--- config.mk ---
export PLATFORM = sky130hd
export DESIGN_NAME = grp_rename
export DESIGN_NICKNAME = d
export VERILOG_FILES = /design/src/rtl/grp_rename.sv
export SDC_FILE = /design/constraint.sdc
export NUM_CORES = 2
export LEC_CHECK = 0
export BUFFER_PORTS_ARGS = -buffer_cell sky130_fd_sc_hd__clkbuf_2
export CELL_PAD_IN_SITES_DETAIL_PLACEMENT = 1
export CELL_PAD_IN_SITES_GLOBAL_PLACEMENT = 2
export CORE_ASPECT_RATIO = 0.9
export CORE_UTILIZATION = 43
export CTS_BUF_LIST = sky130_fd_sc_hd__clkbuf_8 sky130_fd_sc_hd__clkbuf_16
export DETAILED_ROUTE_END_ITERATION = 10
export PLACE_DENSITY_LB_ADDON = 0.1
export SLEW_MARGIN = 25
export SYNTH_ARGS = -nofsm -noshare
export SYNTH_HDL_FRONTEND = slang
export SYNTH_SLANG_ARGS = --single-unit
--- constraint.sdc ---
create_clock -name clk -period 3.69 [get_ports clk]
set_input_delay 0.5535 -clock clk [delete_from_list [all_inputs] [get_ports clk]]
set_output_delay 0.5535 -clock clk [all_outputs]
set_load 0.05 [all_outputs]
--- src/rtl/grp_rename.sv ---
module grp_rename #(
  parameter int NARCH = 16,
  parameter int NPHYS = 64,
  localparam int AW = $clog2(NARCH),
  localparam int TW = $clog2(NPHYS)
) (
  input  logic           clk,
  input  logic           rst_n,
  input  logic           ren_en,
  input  logic [6*AW-1:0]  src_arch,
  input  logic [3*AW-1:0]  dst_arch,
  input  logic [3*TW-1:0]  dst_ptag,
  output logic [6*TW-1:0]  par_ptag,
  output logic [12*TW-1:0] gp_ptag,
  output logic [11:0]      gp_vld
);

  logic [TW-1:0] m_tag [NARCH];
  logic [TW-1:0] m_gpa [NARCH];
  logic [TW-1:0] m_gpb [NARCH];
  logic [NARCH-1:0] m_gva, m_gvb;

  logic [AW-1:0] da [3];
  logic [TW-1:0] dt [3];
  logic [AW-1:0] sa [6];
  logic [1:0]    sel [6];
  logic [TW-1:0] rp [6];
  logic [TW-1:0] rga [6];
  logic [TW-1:0] rgb [6];
  logic          rva [6];
  logic          rvb [6];

  for (genvar i = 0; i < 3; i++) begin : g_dst
    assign da[i] = dst_arch[i*AW +: AW];
    assign dt[i] = dst_ptag[i*TW +: TW];
  end

  for (genvar k = 0; k < 6; k++) begin : g_src
    localparam int SLOT = k / 2;
    assign sa[k] = src_arch[k*AW +: AW];
    if (SLOT == 0) begin : g_s0
      assign sel[k] = 2'd0;
      assign rp[k]  = m_tag[sa[k]];
      assign rga[k] = m_gpa[sa[k]];
      assign rgb[k] = m_gpb[sa[k]];
      assign rva[k] = m_gva[sa[k]];
      assign rvb[k] = m_gvb[sa[k]];
    end else if (SLOT == 1) begin : g_s1
      assign sel[k] = (sa[k] == da[0]) ? 2'd1 : 2'd0;
      assign rp[k]  = sel[k][0] ? dt[0] : m_tag[sa[k]];
      assign rga[k] = sel[k][0] ? rp[0] : m_gpa[sa[k]];
      assign rgb[k] = sel[k][0] ? rp[1] : m_gpb[sa[k]];
      assign rva[k] = sel[k][0] | m_gva[sa[k]];
      assign rvb[k] = sel[k][0] | m_gvb[sa[k]];
    end else begin : g_s2
      assign sel[k] = (sa[k] == da[1]) ? 2'd2 :
                      (sa[k] == da[0]) ? 2'd1 : 2'd0;
      always_comb begin
        case (sel[k])
          2'd2: begin
            rp[k] = dt[1]; rga[k] = rp[2]; rgb[k] = rp[3];
            rva[k] = 1'b1; rvb[k] = 1'b1;
          end
          2'd1: begin
            rp[k] = dt[0]; rga[k] = rp[0]; rgb[k] = rp[1];
            rva[k] = 1'b1; rvb[k] = 1'b1;
          end
          default: begin
            rp[k] = m_tag[sa[k]]; rga[k] = m_gpa[sa[k]]; rgb[k] = m_gpb[sa[k]];
            rva[k] = m_gva[sa[k]]; rvb[k] = m_gvb[sa[k]];
          end
        endcase
      end
    end
    assign par_ptag[k*TW +: TW]       = rp[k];
    assign gp_ptag[(2*k)*TW +: TW]    = rga[k];
    assign gp_ptag[(2*k+1)*TW +: TW]  = rgb[k];
    assign gp_vld[2*k]                = rva[k];
    assign gp_vld[2*k+1]              = rvb[k];
  end

  always_ff @(posedge clk or negedge rst_n) begin
    if (!rst_n) begin
      for (int r = 0; r < NARCH; r++) begin
        m_tag[r] <= TW'(r);
        m_gpa[r] <= '0;
        m_gpb[r] <= '0;
      end
      m_gva <= '0;
      m_gvb <= '0;
    end else if (ren_en) begin
      for (int i = 0; i < 3; i++) begin
        m_tag[da[i]] <= dt[i];
        m_gpa[da[i]] <= rp[2*i];
        m_gpb[da[i]] <= rp[2*i+1];
        m_gva[da[i]] <= 1'b1;
        m_gvb[da[i]] <= 1'b1;
      end
    end
  end

endmodule

==> reports/metrics.yaml <==
layout:
  fin_util_pct: 51.0
  syn_to_final_growth_pct: 16.8
  seq_area_sq_mm: 0.00805
  fillers: 8733
  layout-drive-gt1-share_pct: 38.7
  multi_input_area_sq_mm: 0.0262
  num-nets-final: 3454
  final_common_cell: "mux4_2"
  final_area_sq_mm: 0.0424
  final_cell_mix: "484 x mux4_2, 361 x buf_4, 285 x dfrtp_1"
pwr:
  p_leak_uw: 0.0148
  combPwrFrac_pct: 50.4
  clkPwrFrac_pct: 19.6
  vdd_drop_max_mv: 0.320
  power_switching_uw: 10100
  pwr-share-seq_pct: 30.0
  p_sw_share_pct: 46.5
  internal-power_uw: 11700
  power_density_mw_per_mm2: 515
place:
  placed_cell_area_sq_mm: 0.0409
  pre_cts_slack_ns: 0.0659
  place_congestion: 1.09
  port_buffers: 176
  dp_hpwl_mm: 165
global_route:
  antenna_found_initial: 21
  grt_max_degree: 91
  grt_pass1_vias: 39508
  grt_overflow: 0
  grt_first_pass_wirelength_mm: 325
  grtUsageTotal_pct: 54.4
yosys:
  ys_warn_count: 0
  synth-async-reset-ratio_pct: 100
  syn_area_per_cell_sq_um: 11.0
  synth_area_sq_mm: 0.0363
  yosysTopAreaCell: "mux4_2"
  syn-num-nets: 3360
  synth_edf_count: 0
  synth_cells: 3303
  synthFlopType: "dfrtp_1"
  ys_types: 64
  ys_seq_area_share_pct: 22.2
  ys_ff_latch: 320
  synth_top_area_share_pct: 30.1
  synth.area.top_cells: "mux4_2 30%, dfrtp_1 20%, a211oi_1 4.1%"
route:
  drt_pre_antenna_iters: 7
  antenna_left: 0
  post-route-drc-count: 0
  via_per_inst: 8.83
  post_drt_wl_per_cell_um: 51.5
  initialDrtViolationCount: 7097
  routed_wirelength_mm: 235
  vias: 40277
worst_setup_path:
  r2r_slack_ns: 0.68
  required_ns: 3.14
  r2r_end: "m_gpb[59]$_DFFE_PN0P_"
  cpMaxStageDelayCell: "nor2_2"
  slowest_delay_ns: 0.80
  cp_cell_sequence: "clkbuf_2 -> nor2_2 -> a22oi_1 -> a211oi_1 -> a221o_1 -> buf_12"
  crit_path_start: "src_arch[22]"
  regToRegStartpoint: "m_tag[65]$_DFFE_PN0P_"
  critical_path_class: "input pin to primary output"
  crit_fanout: 8
  arrival_ns: 3.27
  crit_path_end_kind: "primary output"
  reg2reg_depth: 6
  worst_setup_path_start_kind: "input pin"
sta:
  slew_violations: 0
  max_freq_ghz: 0.262
  holdWs_ns: 0.519
  rsz0062_at_grt: "false"
  fin_skew_ns: 0.0475
  period_needed_ns: 3.82
  layout_setup_ws_ns: -0.129
  slew-limit-headroom_pct: 18.9
  setup-violations-final: 3
  hold_viol: 0
  min_period_over_period_pct: 103
  fin_tns_setup_ns: -0.297
  tightest_slew_ns: 1.21
clock_network:
  htreeDepth: 2
  cts_tree: "built"
  clk_latency_ns: 0.64
  cts_buffers: 43
  path_clk_slew_ns: 0.09
  clockRootBuffer: "clkbuf_16"
  clkSinkCount: 320
  clockBufferDepth: 3
floorplanning:
  die_w_um: 308
  ioPinCount: 177
  design.core.area_sq_mm: 0.0831
  dieArea_sq_mm: 0.0855
  rows: 100
  die_h_um: 278
  start_util_pct: 43.7
run_status:
  status: "finished with violations"
  violations: "setup timing"
run:
  cap_violations: 0
worst_hold_path:
  worst_hold_path_type: "input pin to async pin"
==> routing by layer <==
layer	wire, um	GRT usage [%]	vias to the layer above
li1	-	-	14301
met1	82200	67.9	20543
met2	91700	71.8	4245
met3	41500	29.9	1163
met4	19000	34.2	25
met5	309	1.19	-
==> cells in the mapped netlist, types with 32 or more instances <==
cell type,instances
buf_2,164
nand3_1,44
dfstp_2,32
mux4_2,484
nor2b_1,81
mux2i_1,48
a211oi_1,198
o221a_1,108
clkbuf_1,270
dfrtp_1,288
nor3_1,221
a221oi_1,78
o32ai_1,168
nand2_1,260
a22oi_1,150
mux4_1,32
o31ai_1,93
nor2_1,75
nand2b_1,40
o221a_2,84
buf_1,34
==> cell families after synthesis <==
kind of cell | count (synthesis) | synth area share (%)
simple gates | 843 | 12.1
compound gates | 1023 | 24.2
xor+xnor | 28 | 0.676
mux | 576 | 34.1
flops | 320 | 22.2
buf+inv | 513 | 6.77
==> state kept, by name, summed over array words and instances, names as in the netlist <==
register and count:
m_gvb 16, m_tag 96, m_gva 16, m_gpa 96, m_gpb 96
==> how the worst max path moves through the flow <==
stage,to,slack (ns)
floorplan,gp_ptag[58],0.21
global placement,par_ptag[35],0.02
detailed placement,par_ptag[35],0.07
CTS,gp_ptag[54],0.02
global route,gp_ptag[49],0.002
finish,par_ptag[35],-0.13
==> power groups by stage <==
stage / Combinational [uW] / Sequential, uW / Clock (uW)
global placement: 10300 / 6190 / 0
floorplan: 6960 / 5180 / 0
detailed placement: 10600 / 6350 / 0
global route: 11200 / 6490 / 4360
CTS: 10600 / 6290 / 4230
finish: 11000 / 6540 / 4280
==> repair_timing <==
item                                    CTS  global route
hold buffers                              1             0
hold endpoints to repair                 52             0
buffers inserted                          0             1
endpoints found under the setup margin    4             7
resized for setup                         4             8
pin swaps                                 1             2
==> through the flow <==
| stage | power (uW) | cells |
|---|---|---|
| detailed placement | 16900 | 4472 |
| CTS | 21100 | 4551 |
| global placement | 16500 | 4471 |
| global route | 22100 | 4552 |
| floorplan | 12100 | 3303 |
| finish | 21800 | 4560 |
==> critical path: cells and delay by family <==
kind | cells | cell delay (ns)
AO/OA/AOI/OAI | 3 | 1.40
AND/OR/NAND/NOR | 1 | 0.80
buffers and inverters | 2 | 0.50
==> layout make-up <==
class	instances	share of cell area (%)
Antenna cell	8	0.0473
Clock buffer	50	2.77
Clock inverter	28	0.416
Inverter	4	0.0354
Multi-Input combinational cell	2470	61.8
Sequential cell	320	19.0
Tap cell	1122	3.31
Timing Repair Buffer	558	12.6
No activity file was read; power rests on OpenSTA's default activity.
